## config.mk

```make
export PLATFORM = sky130hd
export DESIGN_NAME = async_bus_slave
export DESIGN_NICKNAME = d
export VERILOG_FILES = /design/src/rtl/vbs_pkg.sv /design/src/rtl/vbs_sync.sv /design/src/rtl/vbs_decode.sv /design/src/rtl/vbs_lanes.sv /design/src/rtl/vbs_regfile.sv /design/src/rtl/async_bus_slave.sv
export SDC_FILE = /design/constraint.sdc
export NUM_CORES = 1
export LEC_CHECK = 0
export BUFFER_PORTS_ARGS = -buffer_cell sky130_fd_sc_hd__buf_2
export CORE_UTILIZATION = 62
export CTS_CLUSTER_SIZE = 14
export DETAILED_ROUTE_END_ITERATION = 8
export GPL_TIMING_DRIVEN = 0
export PLACE_DENSITY = 0.78
export SLEW_MARGIN = 0
export SYNTH_ARGS = -nofsm -noshare
export SYNTH_HDL_FRONTEND = slang
export SYNTH_SLANG_ARGS = --single-unit
export TNS_END_PERCENT = 5
```

## constraint.sdc

```tcl
create_clock -name clk_i -period 3.65 [get_ports clk_i]
set_input_delay 0.73 -clock clk_i [delete_from_list [all_inputs] [get_ports clk_i]]
set_output_delay 0.73 -clock clk_i [all_outputs]
set_load 0.1 [all_outputs]
```

## src/rtl/vbs_pkg.sv

```systemverilog
package vbs_pkg;

  typedef enum logic [2:0] {
    XK_BAD   = 3'd0,
    XK_D32   = 3'd1,
    XK_D16   = 3'd2,
    XK_BEVEN = 3'd3,
    XK_BODD  = 3'd4
  } xfer_kind_e;

  typedef enum logic [1:0] {
    SP_NONE = 2'd0,
    SP_A16  = 2'd1,
    SP_A24  = 2'd2,
    SP_A32  = 2'd3
  } addr_space_e;

  typedef enum logic [2:0] {
    ST_IDLE    = 3'd0,
    ST_ADDR    = 3'd1,
    ST_SETTLE  = 3'd2,
    ST_ACK     = 3'd3,
    ST_RELEASE = 3'd4,
    ST_SKIP    = 3'd5
  } slv_state_e;

  function automatic addr_space_e am_space(input logic [5:0] am);
    case (am)
      6'h09, 6'h0D: am_space = SP_A32;
      6'h39, 6'h3D: am_space = SP_A24;
      6'h29, 6'h2D: am_space = SP_A16;
      default:      am_space = SP_NONE;
    endcase
  endfunction

endpackage

```

## src/rtl/vbs_sync.sv

```systemverilog
module vbs_sync #(
  parameter int         W       = 1,
  parameter int         STAGES  = 2,
  parameter logic [W-1:0] RST_VAL = '0
) (
  input  logic         clk_i,
  input  logic         rst_ni,
  input  logic [W-1:0] d_i,
  output logic [W-1:0] q_o
);
  logic [W-1:0] chain_q [STAGES];

  generate
    for (genvar s = 0; s < STAGES; s++) begin : g_stage
      always_ff @(posedge clk_i or negedge rst_ni) begin
        if (!rst_ni) chain_q[s] <= RST_VAL;
        else if (s == 0) chain_q[s] <= d_i;
        else chain_q[s] <= chain_q[(s == 0) ? 0 : s-1];
      end
    end
  endgenerate

  assign q_o = chain_q[STAGES-1];
endmodule

```

## src/rtl/vbs_decode.sv

```systemverilog
module vbs_decode
  import vbs_pkg::*;
#(
  parameter int WIN_BITS = 6,
  localparam int IDX_W   = WIN_BITS - 2
) (
  input  logic [31:1]    addr_i,
  input  logic [5:0]     am_i,
  input  logic [31:0]    base_i,
  input  logic           lword_ni,
  input  logic           ds0_ni,
  input  logic           ds1_ni,
  output logic           hit_o,
  output xfer_kind_e     kind_o,
  output logic [IDX_W-1:0] idx_o
);
  localparam logic [31:0] WIN_MASK = ~((32'd1 << WIN_BITS) - 32'd1);

  addr_space_e space;
  logic [31:0] full_addr;
  logic [31:0] width_mask;

  assign space     = am_space(am_i);
  assign full_addr = {addr_i, 1'b0};

  always_comb begin
    case (space)
      SP_A32:  width_mask = 32'hFFFF_FFFF;
      SP_A24:  width_mask = 32'h00FF_FFFF;
      SP_A16:  width_mask = 32'h0000_FFFF;
      default: width_mask = 32'h0000_0000;
    endcase
  end

  assign hit_o = (space != SP_NONE) &&
                 (((full_addr ^ base_i) & width_mask & WIN_MASK) == 32'd0);

  assign idx_o = full_addr[WIN_BITS-1:2];

  // width from active-low strobes; A1 only matters for the long word
  always_comb begin
    kind_o = XK_BAD;
    unique case ({ds1_ni, ds0_ni, lword_ni})
      3'b000:  kind_o = addr_i[1] ? XK_BAD : XK_D32;
      3'b001:  kind_o = XK_D16;
      3'b011:  kind_o = XK_BEVEN;
      3'b101:  kind_o = XK_BODD;
      default: kind_o = XK_BAD;
    endcase
  end
endmodule

```

## src/rtl/vbs_lanes.sv

```systemverilog
module vbs_lanes
  import vbs_pkg::*;
(
  input  xfer_kind_e  kind_i,
  input  logic        a1_i,
  input  logic [31:0] bus_wdata_i,
  input  logic [31:0] reg_rdata_i,
  output logic [31:0] reg_wdata_o,
  output logic [3:0]  reg_be_o,
  output logic [31:0] bus_rdata_o
);
  logic [15:0] half;

  assign half = a1_i ? reg_rdata_i[15:0] : reg_rdata_i[31:16];

  always_comb begin
    reg_wdata_o = a1_i ? {16'h0, bus_wdata_i[15:0]} : {bus_wdata_i[15:0], 16'h0};
    reg_be_o    = 4'b0000;
    bus_rdata_o = 32'h0;
    case (kind_i)
      XK_D32: begin
        reg_wdata_o = bus_wdata_i;
        reg_be_o    = 4'b1111;
        bus_rdata_o = reg_rdata_i;
      end
      XK_D16: begin
        reg_be_o    = a1_i ? 4'b0011 : 4'b1100;
        bus_rdata_o = {16'h0, half};
      end
      XK_BEVEN: begin
        reg_be_o    = a1_i ? 4'b0010 : 4'b1000;
        bus_rdata_o = {16'h0, half[15:8], 8'h0};
      end
      XK_BODD: begin
        reg_be_o    = a1_i ? 4'b0001 : 4'b0100;
        bus_rdata_o = {24'h0, half[7:0]};
      end
      default: ;
    endcase
  end
endmodule

```

## src/rtl/vbs_regfile.sv

```systemverilog
module vbs_regfile #(
  parameter int  WORDS = 16,
  localparam int IDX_W = $clog2(WORDS)
) (
  input  logic             clk_i,
  input  logic             rst_ni,
  input  logic             we_i,
  input  logic [3:0]       be_i,
  input  logic [IDX_W-1:0] idx_i,
  input  logic [31:0]      wdata_i,
  output logic [31:0]      rdata_o
);
  logic [31:0] mem_q [WORDS];

  generate
    for (genvar w = 0; w < WORDS; w++) begin : g_word
      for (genvar b = 0; b < 4; b++) begin : g_byte
        always_ff @(posedge clk_i or negedge rst_ni) begin
          if (!rst_ni) mem_q[w][8*b +: 8] <= 8'h0;
          else if (we_i && be_i[b] && (idx_i == IDX_W'(w)))
            mem_q[w][8*b +: 8] <= wdata_i[8*b +: 8];
        end
      end
    end
  endgenerate

  assign rdata_o = mem_q[idx_i];
endmodule

```

## src/rtl/async_bus_slave.sv

```systemverilog
module async_bus_slave
  import vbs_pkg::*;
#(
  parameter int WIN_BITS    = 6,
  parameter int SYNC_STAGES = 2
) (
  input  logic        clk_i,
  input  logic        rst_ni,
  input  logic        as_ni,
  input  logic        ds0_ni,
  input  logic        ds1_ni,
  input  logic        lword_ni,
  input  logic        write_ni,
  input  logic [31:1] addr_i,
  input  logic [5:0]  am_i,
  input  logic [31:0] data_i,
  input  logic [31:0] base_i,
  output logic [31:0] data_o,
  output logic        data_oe_o,
  output logic        dtack_no,
  output logic        berr_no
);
  localparam int WORDS = 1 << (WIN_BITS - 2);
  localparam int IDX_W = WIN_BITS - 2;

  logic as_s, ds0_s, ds1_s, wr_s;

  vbs_sync #(.W(4), .STAGES(SYNC_STAGES), .RST_VAL(4'hF)) u_sync (
    .clk_i  (clk_i),
    .rst_ni (rst_ni),
    .d_i    ({as_ni, ds0_ni, ds1_ni, write_ni}),
    .q_o    ({as_s, ds0_s, ds1_s, wr_s})
  );

  slv_state_e  state_q;
  logic [31:1] addr_q;
  logic [5:0]  am_q;
  logic        lword_q;
  logic        dtack_q, berr_q, oe_q;
  logic [31:0] rd_q;

  logic             hit;
  xfer_kind_e       kind;
  logic [IDX_W-1:0] idx;

  vbs_decode #(.WIN_BITS(WIN_BITS)) u_decode (
    .addr_i   (addr_q),
    .am_i     (am_q),
    .base_i   (base_i),
    .lword_ni (lword_q),
    .ds0_ni   (ds0_s),
    .ds1_ni   (ds1_s),
    .hit_o    (hit),
    .kind_o   (kind),
    .idx_o    (idx)
  );

  logic [31:0] reg_rdata, reg_wdata, bus_rdata;
  logic [3:0]  reg_be;
  logic        reg_we;

  vbs_lanes u_lanes (
    .kind_i      (kind),
    .a1_i        (addr_q[1]),
    .bus_wdata_i (data_i),
    .reg_rdata_i (reg_rdata),
    .reg_wdata_o (reg_wdata),
    .reg_be_o    (reg_be),
    .bus_rdata_o (bus_rdata)
  );

  assign reg_we = (state_q == ST_SETTLE) && hit && (kind != XK_BAD) && !wr_s;

  vbs_regfile #(.WORDS(WORDS)) u_regs (
    .clk_i   (clk_i),
    .rst_ni  (rst_ni),
    .we_i    (reg_we),
    .be_i    (reg_be),
    .idx_i   (idx),
    .wdata_i (reg_wdata),
    .rdata_o (reg_rdata)
  );

  logic ds_any_low, ds_both_high;
  assign ds_any_low   = !ds0_s || !ds1_s;
  assign ds_both_high = ds0_s && ds1_s;

  always_ff @(posedge clk_i or negedge rst_ni) begin
    if (!rst_ni) begin
      state_q <= ST_IDLE;
      addr_q  <= '0;
      am_q    <= '0;
      lword_q <= 1'b1;
      dtack_q <= 1'b0;
      berr_q  <= 1'b0;
      oe_q    <= 1'b0;
      rd_q    <= '0;
    end else begin
      case (state_q)
        ST_IDLE: if (!as_s) begin
          addr_q  <= addr_i;
          am_q    <= am_i;
          lword_q <= lword_ni;
          state_q <= ST_ADDR;
        end
        ST_ADDR: begin
          if (as_s)         state_q <= ST_IDLE;
          else if (!hit)    state_q <= ST_SKIP;
          else if (ds_any_low) state_q <= ST_SETTLE;
        end
        // one extra cycle so both strobes are seen after skew
        ST_SETTLE: begin
          if (kind == XK_BAD) begin
            berr_q <= 1'b1;
          end else begin
            dtack_q <= 1'b1;
            if (wr_s) begin
              rd_q <= bus_rdata;
              oe_q <= 1'b1;
            end
          end
          state_q <= ST_ACK;
        end
        ST_ACK: if (ds_both_high) begin
          dtack_q <= 1'b0;
          berr_q  <= 1'b0;
          oe_q    <= 1'b0;
          rd_q    <= '0;
          state_q <= ST_RELEASE;
        end
        ST_RELEASE: if (as_s) state_q <= ST_IDLE;
        ST_SKIP:    if (as_s) state_q <= ST_IDLE;
        default:    state_q <= ST_IDLE;
      endcase
    end
  end

  assign dtack_no  = !dtack_q;
  assign berr_no   = !berr_q;
  assign data_oe_o = oe_q;
  assign data_o    = rd_q;

  AST_ACK_EXCL: assert property (@(posedge clk_i) disable iff (!rst_ni)
    !(!dtack_no && !berr_no));
  AST_DTACK_HOLD: assert property (@(posedge clk_i) disable iff (!rst_ni)
    (!dtack_no && !ds_both_high) |=> !dtack_no);
  AST_BERR_HOLD: assert property (@(posedge clk_i) disable iff (!rst_ni)
    (!berr_no && !ds_both_high) |=> !berr_no);
  AST_DTACK_REL: assert property (@(posedge clk_i) disable iff (!rst_ni)
    $rose(dtack_no) |-> $past(ds_both_high));
  AST_RD_STABLE: assert property (@(posedge clk_i) disable iff (!rst_ni)
    (data_oe_o && $past(data_oe_o)) |-> $stable(data_o));
  AST_OE_READ: assert property (@(posedge clk_i) disable iff (!rst_ni)
    data_oe_o |-> (wr_s && !dtack_no));
  AST_BAD_NO_WE: assert property (@(posedge clk_i) disable iff (!rst_ni)
    (state_q == ST_SETTLE && kind == XK_BAD) |=> (!berr_no && dtack_no));
endmodule

```

* Word level (Yosys, flattened, before mapping)
Cells that the tools add are included.
** Word-level totals
- Output and inout port bits :: 35
- Input port bits :: 108
- Register bits :: 596
- Word-level logic and storage cells :: 252
** Cells by class
- Bitwise operators :: 4
- $lt $le $gt $ge :: 1
- Multiplexer cells :: 34
- Equal/unequal tests :: 43
- Reductions and logical operators :: 96
** Operators by type and width (number)
- 2-to-1 mux 32 bit :: 7
- binary-select mux 32 bit (select 4 bit) :: 1
- case mux 32 bit (4 select lines) :: 1
- case mux 32 bit (3 select lines) :: 1
- logical AND 1 bit :: 73
- case mux 32 bit (2 select lines) :: 1
- bitwise AND 32 bit :: 1
- == test 4 bit, second input constant :: 8
- zero test 32 bit :: 1
- bitwise XOR 32 bit :: 1
- == test 6 bit, second input constant :: 4
- 2-to-1 mux 3 bit :: 7
- == test 4 x 3 -> 1 bit, second input constant :: 4
- 2-to-1 mux 16 bit :: 1
- case mux 4 bit (4 select lines) :: 1
- == test 3 x 2 -> 1 bit, second input constant :: 5
- case mux 3 bit (5 select lines) :: 1
- == test 3 bit, second input constant :: 4
- == test 6 x 4 -> 1 bit, second input constant :: 2
- case mux 3 bit (4 select lines) :: 1
- == test 3 x 1 -> 1 bit, second input constant :: 3
- zero test 3 bit :: 3
- == test 4 x 2 -> 1 bit, second input constant :: 2
- 2-to-1 mux 4 bit :: 2
- other kinds (21) :: 43

* Depth between registers and ports, before layout
Gate-level depths: netlist of the first run.
- Depth in word-level cells :: 13
- Mapped depth :: 9
- Gate-level depth less buffers :: 5

* By module
Synthesis of the first run repeated with hierarchy kept, for this count alone.
** Second synthesis, totals
- Cell total of the unflattened synthesis :: 1911
- Area total of the unflattened synthesis :: 28612.4 um^2
** By module, submodules not included
- vbs_regfile :: instances 1, area an instance 23820.3 um^2, cells an instance 1432
- async_bus_slave :: instances 1, area an instance 3193.1 um^2, cells an instance 254
- vbs_lanes :: instances 1, area an instance 983.4 um^2, cells an instance 164
- vbs_decode :: instances 1, area an instance 375.4 um^2, cells an instance 49
- vbs_sync :: instances 1, area an instance 240.2 um^2, cells an instance 12

* Worst setup path after synthesis of the first run
OpenSTA, ideal clock, no wires.
- Kind :: input to register
- From :: in base_i[30]
- To :: reg u_regs.mem_q[264] in the netlist's numbering
- Arrival time :: 2641 ps
- Path buffers :: 2
- Stages on the path :: 7
- Setup slack :: 884 ps
- Library setup time :: 125 ps
- Path through :: xor2_1 > nor4_1 > a2111oi_1 > buf_6 > buf_4 > nor4_4 > mux2_4
** Between the ends
- Longest elaborated chain between the ends :: 9
** RTL lines
- start, declared :: line async_bus_slave.sv:17 : input logic [31:0] base_i,
- bitwise XOR 32 bit :: line vbs_decode.sv:36 : (((full_addr ^ base_i) & width_mask & WIN_MASK) == 32'd0);
- bitwise AND 32 bit :: line vbs_decode.sv:36
- zero test 32 bit :: line vbs_decode.sv:36
- logical AND 1 bit :: line vbs_decode.sv:35 : assign hit_o = (space != SP_NONE) &&
- logical AND 1 bit (3 in a row) :: line async_bus_slave.sv:72 : assign reg_we = (state_q == ST_SETTLE) && hit && (kind != XK_BAD) && !wr_s;
- logical AND 1 bit (2 in a row) :: line vbs_regfile.sv:20 : else if (we_i && be_i[b] && (idx_i == IDX_W'(w)))
- end signal, assigned by index :: line vbs_regfile.sv:21 : mem_q[w][8*b +: 8] <= wdata_i[8*b +: 8];
- end, declared :: line vbs_regfile.sv:13 : logic [31:0] mem_q [WORDS];
No other way between the ends.
A chain may end at the register's enable or synchronous reset.

* Final worst setup path of the first run
- From :: reg addr_q[3] in the netlist's numbering
- To :: reg rd_q[17] (netlist: data_o[17])
** Between the ends
- Longest elaborated chain between the ends :: 8
** RTL lines
- start, declared :: line async_bus_slave.sv:36 : logic [31:1] addr_q;
- start signal, assigned :: line async_bus_slave.sv:101 : addr_q <= addr_i;
- NOT 4 -> 5 bit (implied by the code) :: line vbs_regfile.sv:27 : assign rdata_o = mem_q[idx_i];
- binary-select mux 32 bit (select 4 bit) :: line vbs_regfile.sv:27
- 2-to-1 mux 32 bit (implied by the code) (2 in a row) :: line vbs_regfile.sv:27
- case mux 32 bit (4 select lines) :: line vbs_lanes.sv:20 : case (kind_i)
- 2-to-1 mux 32 bit :: line async_bus_slave.sv:117 : if (wr_s) begin
- 2-to-1 mux 32 bit :: line async_bus_slave.sv:113 : if (kind == XK_BAD) begin
- case mux 32 bit (2 select lines) :: line async_bus_slave.sv:99 : case (state_q)
- end signal, assigned :: line async_bus_slave.sv:118 : rd_q <= bus_rdata;
- end, declared :: line async_bus_slave.sv:40 : logic [31:0] rd_q;
No other way between the ends. The select of a mux whose other input is x is not followed.

==> results_dict.tcl, run 1 <==
set metrics [dict create \
    wire_per_inst_um 28.1 \
    clock_path_buffers 3 \
    cts_tree "built" \
    slew-limit-headroom 0.198 \
    synthArstFlopShare 1.00 \
    cts_setup_buffers 0 \
    yosys.area_share.simple 0.0824 \
    power_leakage_nw 14.9 \
    dp_hpwl_mm 51.7 \
    synth_ff_type "dfrtp_1" \
    synth-seq-area-share 0.514 \
    synth_area_um2 29000 \
    cp-start-kind "flip-flop" \
    p_total_mw 15.2 \
    rrSetupSlack_ns 0.12 \
    fin_skew_ns 0.0291 \
    drt_first_pass_iters 5 \
    via_per_inst 6.51 \
    io_pins 143 \
    vias 17300 \
    grt_setup_unrepaired "true" \
    fmax_mhz 283 \
    hold_path.class "in -> async" \
    drt_iter0_markers 1267 \
    worst-slew-pin-transition_ns 1.19 \
    core_area_um2 45800 \
    die-width_um 218 \
    synth_compound_area_frac 0.0293 \
    cp.arrival_ns 4.05 \
    power_per_cell_area_nw_per_um2 468 \
    die_area_um2 47600 \
    met1_usage 0.446 \
    first_global_vias 18500 \
    routed_wirelength_mm 74.8 \
    cts_root_buffer "clkbuf_16" \
    yosysWarningCount 0 \
    setup_viol 0 \
    synthCells 1814 \
    top_usage_layer "met2" \
    fp-row-count 78 \
    synth.area.mux_share 0.344 \
    grt-ovfl-total 0 \
    grt_start_max_net_pins 129 \
    nNetsFinal 2121 \
    synth_top_cell_by_area "dfrtp_1" \
    ys_ff_latch 595 \
    portBuffers 135 \
    critPathCaptureType "flip-flop" \
    yosys-top-cells-area "dfrtp_1 (51%), mux2_2 (13%), mux4_2 (11%)" \
    path_clk_slew_ns 0.06 \
    grt_util_met3 0.0589 \
    synth_cell_types 50 \
    reg2reg_from "addr_q[3]$_DFFE_PN0P_" \
    synth_common_cells "dfrtp_1 (586), mux2_2 (337), mux2_4 (152)" \
    cap_violations 0 \
    drcViolationCount 0 \
    hold_viol 0 \
    clock_sinks 595 \
    dieHeight_um 218 \
    start_util 0.633 \
    ir_worst_vdd_v 0.000431 \
    numCtsBuffers 59 \
    rr_endpoint "data_o[17]$_DFFE_PN0P_" \
    outcome "finished, final reports clean" \
    crit_type "reg -> reg" \
    antenna_found_initial 4 \
    syn2layout_area_growth_pct 12.0 \
    gp_congestion 1.02 \
    synth.most_common_cell "dfrtp_1" \
    synth_top_family_by_area "multiplexers" \
    synthXorXnorAreaFrac 0.00786 \
    fin_util 0.709 \
    use_met2 0.532 \
    insertion_delay_ns 0.65 \
    post-route-period-util 0.968 \
    grt_pass1_wl_mm 116 \
    antenna_left 0 \
    finalMaxSlewViolations 0 \
    rr_worst_depth 8 \
    crit_fanout 10 \
    htreeDepth 2 \
    avgSynthCellArea_um2 16.0 \
    synth.net_count 1922 \
    synth_top_area_frac 0.506 \
    required_ns 4.16 \
    fillers 2976 \
    hold_ws_ns 0.167 \
    period_needed_ns 3.53 \
    synth-edff-count 0 \
    yosys.area_share.adder 0 \
    grt_use_total 0.329 \
    drive_above_1_share 0.477 \
]
critical path, stage by stage (launching register included):
cell	delay, ns
dfrtp_1	0.37
buf_2	0.30
clkbuf_1	0.41
clkbuf_2	0.49
clkbuf_1	0.71
mux4_2	0.42
a22oi_1	0.27
nand2_1	0.19
a22o_1	0.24
report_power, final:
part           internal, mW  leakage [nW]  switching, mW
clock                  3.47         0.932           2.57
combinational         0.703          5.73           1.65
sequential             6.71          8.19         0.0851
repair_timing:
action                     in CTS  in global routing
gates resized for setup         1                  1
setup endpoints to repair      18                 12
hold endpoints to repair        0                  0
hold buffers                    0                  0
routing by layer:
metal  part of all wire  vias to the layer above
met5                  0                        -
met4              0.039                        0
met3              0.054                      166
met2               0.49                      556
met1               0.42                     9307
li1                   -                     7315
registers in the layout, summed over array words and instances, names as in the netlist:
register,cells
u_regs.mem_q,512
data_o,32
addr_q,31
am_q,5
u_sync.chain_q,4
u_sync.q_o,4
state_q,3
berr_q,1
data_oe_o,1
dtack_q,1
lword_q,1
kinds of logic after synthesis:
logic type,count (synthesis)
compound gates,102
flops,595
mux,691
simple gates,265
buf+inv,135
xor+xnor,26
how the worst max path moves through the flow:
stage / start / end / slack [ns] / depth (start not counted)
4_1_cts: addr_q[2]$_DFFE_PN0P_ / data_o[17]$_DFFE_PN0P_ / 0.06 / 8
6_report: addr_q[3]$_DFFE_PN0P_ / data_o[17]$_DFFE_PN0P_ / 0.12 / 8
3_5_place_dp: addr_q[3]$_DFFE_PN0P_ / data_o[17]$_DFFE_PN0P_ / -0.14 / 8
5_1_grt: addr_q[3]$_DFFE_PN0P_ / data_o[20]$_DFFE_PN0P_ / -0.0004 / 8
3_3_place_gp: rst_ni / u_regs.mem_q[137]$_DFFE_PN0P_ / -9.86 / 1
2_1_floorplan: base_i[30] / u_regs.mem_q[264]$_DFFE_PN0P_ / 0.88 / 7
layout make-up:
| class | count | area, um^2 | area share |
|---|---|---|---|
| Antenna cell | 4 | 10.0 | 0.000309 |
| Timing Repair Buffer | 139 | 796 | 0.0245 |
| Multi-Input combinational cell | 1084 | 13400 | 0.414 |
| Clock inverter | 12 | 154 | 0.00474 |
| Inverter | 7 | 26.3 | 0.000810 |
| Sequential cell | 595 | 14900 | 0.459 |
| Clock buffer | 98 | 1750 | 0.0541 |
| Buffer | 127 | 609 | 0.0188 |
| Tap cell | 600 | 751 | 0.0231 |
per-stage QoR:
step	setup WS (ns)	setup TNS (ns)	instances	area (um^2)
3_5_place_dp	-0.139	-2.95	2553	30500
3_3_place_gp	-9.86	-5785.74	2549	30400
2_1_floorplan	0.884	0	1814	29000
6_report	0.115	0	2666	32400
4_1_cts	0.0558	0	2663	32400
5_1_grt	-0.000353	-0.000353	2666	32400
layout by cell type (no fill, tap or decap), drive strengths merged, types with 8 or more instances in the layout:
| master | synthesis | layout |
|---|---|---|
| nor2 | 9 | 9 |
| dfrtp | 586 | 586 |
| xor2 | 26 | 26 |
| nand4 | 16 | 16 |
| mux4 | 144 | 144 |
| a22o | 32 | 32 |
| nor4 | 77 | 77 |
| nand3 | 50 | 50 |
| clkinv | 0 | 8 |
| buf | 56 | 193 |
| nand2 | 62 | 62 |
| a22oi | 48 | 48 |
| clkbuf | 72 | 170 |
| dfstp | 9 | 9 |
| nor3 | 14 | 14 |
| inv | 7 | 8 |
| mux2 | 547 | 547 |
| nor2b | 21 | 21 |
Power figures use the tool's default switching activity.
==> run 2, diff against run 1 <==
--- a/config.mk
+++ b/config.mk
@@ -6,11 +6,11 @@
 export NUM_CORES = 1
 export LEC_CHECK = 0
 export BUFFER_PORTS_ARGS = -buffer_cell sky130_fd_sc_hd__buf_2
-export CORE_UTILIZATION = 62
+export CORE_UTILIZATION = 52
 export CTS_CLUSTER_SIZE = 14
 export DETAILED_ROUTE_END_ITERATION = 8
 export GPL_TIMING_DRIVEN = 0
-export PLACE_DENSITY = 0.78
+export PLACE_DENSITY = 0.67
 export SLEW_MARGIN = 0
 export SYNTH_ARGS = -nofsm -noshare
 export SYNTH_HDL_FRONTEND = slang
==> run 2 against run 1 <==
  * Critical path depth shrank 2
  * Via count shrank 0.70%
  * Maximum frequency grew 1.3%
  * Flip-flop and latch count is the same
  * Hold slack lost 0.079 ns
  * Non-clock buffer count grew 2
  * Die area grew 19%
  * Largest power group is now clock
==> results_dict.tcl, run 2 (synthesized netlist as in run 1, its figures left out) <==
set metrics [dict create \
    vias 17200 \
    fin_skew_ns 0.0170 \
    met2WireLength_mm 38.8 \
    clock_sinks 595 \
    die-width_um 238 \
    worst-slew-pin-transition_ns 1.29 \
    ir_worst_vdd_v 0.000348 \
    wl_met1_mm 34.5 \
    drt_iter0_markers 1192 \
    grt_pass1_wl_mm 121 \
    outcome "finished, final reports clean" \
    switching_share 0.279 \
    drcViolationCount 0 \
    io_pins 143 \
    multi_input_area_um2 13400 \
    first_global_vias 18400 \
    dieHeight_um 238 \
    setup_viol 0 \
    critPathCaptureType "flip-flop" \
    antenna_found_initial 2 \
    seq_power_share 0.424 \
    p_sw_mw 4.47 \
    hold_viol 0 \
    start_util 0.526 \
    crit_fanout 10 \
    fmax_mhz 287 \
    p_comb_frac 0.151 \
    grt-ovfl-total 0 \
    cts_root_buffer "clkbuf_16" \
    p_total_mw 16.0 \
    die_area_um2 56700 \
    power_per_cell_area_nw_per_um2 486 \
    via_per_inst 6.11 \
    path_clk_slew_ns 0.06 \
    hold_path.class "in -> async" \
    fin_tns_setup_ns 0 \
    portBuffers 135 \
    wire_per_inst_um 28.1 \
    core_area_um2 55100 \
    cap_violations 0 \
    dp_slack_ns -0.206 \
    routed_wirelength_mm 79.3 \
    required_ns 4.13 \
    layout_common_cells "dfrtp_1 (586), mux2_2 (337), buf_2 (156), mux2_4 (152), mux4_2 (144)" \
    grt_use_total 0.289 \
    grt_setup_unrepaired "false" \
    crit_type "reg -> reg" \
    largest_register_ffs 512 \
    p_clk_frac 0.425 \
    finalMaxSlewViolations 0 \
    cts_setup_buffers 0 \
    seqCellArea_um2 14900 \
    post-route-period-util 0.956 \
    top_register "u_regs.mem_q" \
    setup_slack_ns 0.161 \
    nNetsFinal 2131 \
    drt_first_pass_iters 7 \
    clock_path_buffers 3 \
    top_layer "met4" \
    cp.arrival_ns 3.97 \
    cts_resized 7 \
    cp-start-kind "flip-flop" \
    grt_start_max_net_pins 125 \
    htreeDepth 3 \
    dp_hpwl_mm 53.9 \
    final_common_cell "dfrtp_1" \
    drive_above_1_share 0.486 \
    hold_ws_ns 0.0878 \
    gp_congestion 0.952 \
    holdBufCountCts 0 \
    cts_tree "built" \
    fillers 4250 \
    antenna_left 0 \
    fp-row-count 86 \
    power_leakage_nw 15.1 \
    insertion_delay_ns 0.61 \
    slew-limit-headroom 0.130 \
    intPower_mw 11.6 \
    wl_met3_mm 3.61 \
    syn2layout_area_growth_pct 13.9 \
    period_needed_ns 3.49 \
    numCtsBuffers 67 \
]
[run 2: worst max-delay path: stages (launching register included)]
cell	delay [ns]
dfrtp_1	0.46
clkbuf_1	0.49
nand2_1	0.23
nor3_1	0.71
nand3_1	0.24
nor4_4	0.89
mux2_4	0.35
[run 2: final cells by class]
cell class                      instances  share of cell area
Antenna cell                            1           0.0000759
Sequential cell                       595               0.452
Multi-Input combinational cell       1084               0.408
Inverter                                7            0.000797
Timing Repair Buffer                  141              0.0252
Clock inverter                         11             0.00406
Buffer                                127              0.0189
Tap cell                              748              0.0284
Clock buffer                          106              0.0634
[run 2: final timing paths]
kind | from | endpoint | slack [ns] | depth (start not counted)
worst max-delay path | addr_q[5]$_DFFE_PN0P_ | u_regs.mem_q[81]$_DFFE_PN0P_ | 0.16 | 6
worst min-delay path | rst_ni | u_regs.mem_q[433]$_DFFE_PN0P_ | 0.09 | 1
worst max register to register | addr_q[5]$_DFFE_PN0P_ | u_regs.mem_q[81]$_DFFE_PN0P_ | 0.16 | 6
worst min register to register | u_sync.chain_q[4]$_DFF_PN1_ | u_sync.q_o[0]$_DFF_PN1_ | 0.36 | 0
max in group asynchronous | rst_ni | u_regs.mem_q[296]$_DFFE_PN0P_ | 1.56 | 4
min in group clk_i | ds0_ni | u_sync.chain_q[6]$_DFF_PN1_ | 0.22 | 1
[run 2: power by group through the flow]
| stage | Sequential, mW | Combinational, mW | Clock, mW |
|---|---|---|---|
| floorplan | 6.89 | 1.46 | 0 |
| global placement | 6.91 | 2.37 | 0 |
| finish | 6.79 | 2.42 | 6.81 |
| CTS | 6.79 | 2.44 | 6.93 |
| detailed placement | 6.91 | 2.42 | 0 |
| global route | 6.80 | 2.56 | 7.19 |
[run 2: routing by layer]
metal	global-route usage	vias to the layer above
met5	0	-
met4	0.0962	0
met3	0.0448	133
met2	0.468	443
met1	0.403	9312
li1	-	7335
[run 2: per-stage QoR]
step | std cells | util | instance area [um^2]
3_5_place_dp | 2703 | 0.558 | 30700
4_1_cts | 2819 | 0.599 | 33000
2_1_floorplan | 1814 | - | 29000
6_report | 2820 | 0.599 | 33000
5_1_grt | 2820 | 0.599 | 33000
3_3_place_gp | 2697 | 0.555 | 30600
==> run 3, diff against run 2 <==
--- a/config.mk
+++ b/config.mk
@@ -5,6 +5,7 @@
 export SDC_FILE = /design/constraint.sdc
 export NUM_CORES = 1
 export LEC_CHECK = 0
+export ABC_AREA = 1
 export BUFFER_PORTS_ARGS = -buffer_cell sky130_fd_sc_hd__buf_2
 export CORE_UTILIZATION = 52
 export CTS_CLUSTER_SIZE = 14
==> run 3 against run 2 <==
  * The run now ends with setup timing left
  * Sequential power up 3.4%
  * Maximum frequency down 10%
  * Cell count up 57%
  * Clock power about the same
  * Combinational power rose to 4.5 times the previous value
  * Via count up 72%
  * Synthesized cell count up 92%
  * Highest routed layer is now met5
  * Critical path depth up 3
  * Sequential share of layout area up 0.77 points
  * Setup slack worse by 0.40 ns
  * Wire length up 65%
  * Design area down 1.7%
==> results_dict.tcl, run 3 <==
set metrics [dict create \
    htreeDepth 3 \
    period_needed_ns 3.89 \
    grt_setup_unrepaired "true" \
    p_total_mw 24.6 \
    setup_viol 4 \
    synthCells 3477 \
    cts_resized 1 \
    yosys-top-cells-area "dfrtp_1 (51%), nand2_1 (17%), nand4_1 (11%)" \
    power_per_cell_area_nw_per_um2 759 \
    synth_ff_type "dfrtp_1" \
    insertion_delay_ns 0.64 \
    grt_pass1_wl_mm 189 \
    hold_path.class "in -> async" \
    avgSynthCellArea_um2 8.21 \
    seq_power_share 0.285 \
    largest_register_ffs 512 \
    cts_root_buffer "clkbuf_16" \
    drt_first_pass_iters 7 \
    grt_use_total 0.468 \
    nNetsFinal 3795 \
    p_sw_mw 11.8 \
    intPower_mw 12.8 \
    synth.net_count 3585 \
    synthArstFlopShare 1.00 \
    synth_top_cell_by_area "dfrtp_1" \
    crit_fanout 10 \
    holdBufCountCts 0 \
    hold_viol 0 \
    layout_common_cells "nand2_1 (1293), dfrtp_1 (586), nand4_1 (525), o22ai_1 (256), buf_2 (190)" \
    die_area_um2 55900 \
    synth-edff-count 0 \
    finalMaxSlewViolations 0 \
    clock_path_buffers 3 \
    first_global_vias 28200 \
    cts_setup_buffers 0 \
    synth.most_common_cell "nand2_1" \
    yosysWarningCount 0 \
    synth_top_area_frac 0.513 \
    routed_wirelength_mm 131 \
    slowest_delay_ns 0.98 \
    synth_cell_types 30 \
    die-width_um 236 \
    dp_cells 4313 \
    post-route-period-util 1.07 \
    worst-slew-pin-transition_ns 1.30 \
    grt-ovfl-total 0 \
    violations "setup timing" \
    antenna_left 0 \
    ys_ff_latch 595 \
    io_pins 143 \
    fp-row-count 85 \
    drcViolationCount 0 \
    numCtsBuffers 68 \
    syn2layout_area_growth_pct 13.5 \
    path_common_cell "nand2_1" \
    cp.arrival_ns 4.46 \
    dieHeight_um 236 \
    drive_above_1_share 0.101 \
    synth_area_um2 28600 \
    crit_path_cell_trace "nand2_1, buf_2, clkbuf_1, o22ai_1, o21ai_0, nand4_1, o21ai_0, nand2_1, nand2_1" \
    slew-limit-headroom 0.137 \
    switching_share 0.479 \
    top_register "u_regs.mem_q" \
    fillers 4909 \
    core_area_um2 54000 \
    via_per_inst 6.67 \
    drt_iter0_markers 4412 \
    critPathCaptureType "flip-flop" \
    ir_worst_vdd_v 0.000430 \
    portBuffers 135 \
    dp_hpwl_mm 96.2 \
    cpMaxStageDelayCell "clkbuf_1" \
    p_comb_frac 0.437 \
    gp_congestion 1.05 \
    outcome "finished with violations" \
    fmax_mhz 257 \
    stdcell_count 4439 \
    cp-start-kind "flip-flop" \
    fin_skew_ns 0.0296 \
    start_util 0.529 \
    setup_slack_ns -0.242 \
    path_clk_slew_ns 0.06 \
    cap_violations 0 \
    crit_type "reg -> reg" \
    cts_tree "built" \
    antenna_found_initial 5 \
    p_clk_frac 0.278 \
    dp_slack_ns 0.0214 \
    final_common_cell "nand2_1" \
    wire_per_inst_um 29.5 \
    synth_common_cells "nand2_1 (1293), dfrtp_1 (586), nand4_1 (525)" \
    grt_start_max_net_pins 120 \
    power_leakage_nw 17.0 \
    required_ns 4.22 \
    clock_sinks 595 \
    synth-seq-area-share 0.522 \
    fin_util 0.600 \
    vias 29600 \
]
## run 3: changes by cell type after synthesis, moves of 136 or more
| cell | delta |
|---|---|
| mux4_2 | -144 |
| nand4_1 | +509 |
| o22ai_1 | +256 |
| nand2_1 | +1231 |
| mux2_4 | -152 |
| mux2_2 | -326 |
| o21ai_0 | +136 |
## run 3: cell families after synthesis
family | after synthesis | synth area share
AO/OA/AOI/OAI | 461 | 0.0953
XOR/XNOR | 9 | 0.00276
buffers and inverters | 381 | 0.0599
flip-flops | 595 | 0.522
multiplexers | 11 | 0.00434
AND/OR/NAND/NOR | 2020 | 0.316
## run 3: final timing paths
| check | start | to | slack, ns | depth (start not counted) |
|---|---|---|---|---|
| max in group asynchronous | rst_ni | u_regs.mem_q[400]$_DFFE_PN0P_ | 1.69 | 4 |
| min in group clk_i | write_ni | u_sync.chain_q[4]$_DFF_PN1_ | 0.21 | 1 |
| worst max-delay path | addr_q[3]$_DFFE_PN0P_ | data_o[10]$_DFFE_PN0P_ | -0.24 | 9 |
| worst min-delay path | rst_ni | addr_q[24]$_DFFE_PN0P_ | 0.05 | 1 |
| worst min register to register | u_sync.chain_q[7]$_DFF_PN1_ | u_sync.q_o[3]$_DFF_PN1_ | 0.36 | 0 |
| worst max register to register | addr_q[3]$_DFFE_PN0P_ | data_o[10]$_DFFE_PN0P_ | -0.24 | 9 |
## run 3: final cells by class
cell class,count,area (um^2),area share
antenna,6,15.0,0.000463
buffer,289,1370,0.0423
clock buffer,105,2000,0.0618
clock inverter,15,151,0.00467
inverter,92,345,0.0106
multi-input combinational,2501,12000,0.369
sequential,595,14900,0.459
tap,696,871,0.0269
timing repair buffer,140,823,0.0254
## run 3: worst max-delay path: cells and delay by family, from the launching register on
family / cells / cell delay [ns]
buffers and inverters: 2 / 1.34
flip-flops: 1 / 0.39
AND/OR/NAND/NOR: 4 / 0.83
AO/OA/AOI/OAI: 3 / 1.23
## run 3: per-layer routing
layer	up-vias	GRT usage	part of all wire
met5	-	0	0.00016
met4	4	0.280	0.068
met3	529	0.198	0.15
met2	2264	0.657	0.41
met1	14300	0.599	0.37
li1	12500	-	-
## run 3: power groups by stage
stage / clock, mW / sequential [mW] / combinational, mW
floorplan: 0 / 7.29 / 4.99
global placement: 0 / 7.12 / 9.84
detailed placement: 0 / 7.13 / 9.92
CTS: 6.80 / 7.02 / 9.95
global route: 7.04 / 7.05 / 10.9
finish: 6.83 / 7.02 / 10.8
## run 3: through the flow
stage	TNS, ns	area, um^2	hold WS [ns]
finish	-0.550	32400	0.0534
global route	-0.199	32400	0.105
CTS	0	32400	0.0770
detailed placement	0	30300	0.347
global placement	-6153.39	30100	0.350
floorplan	0	28600	0.345
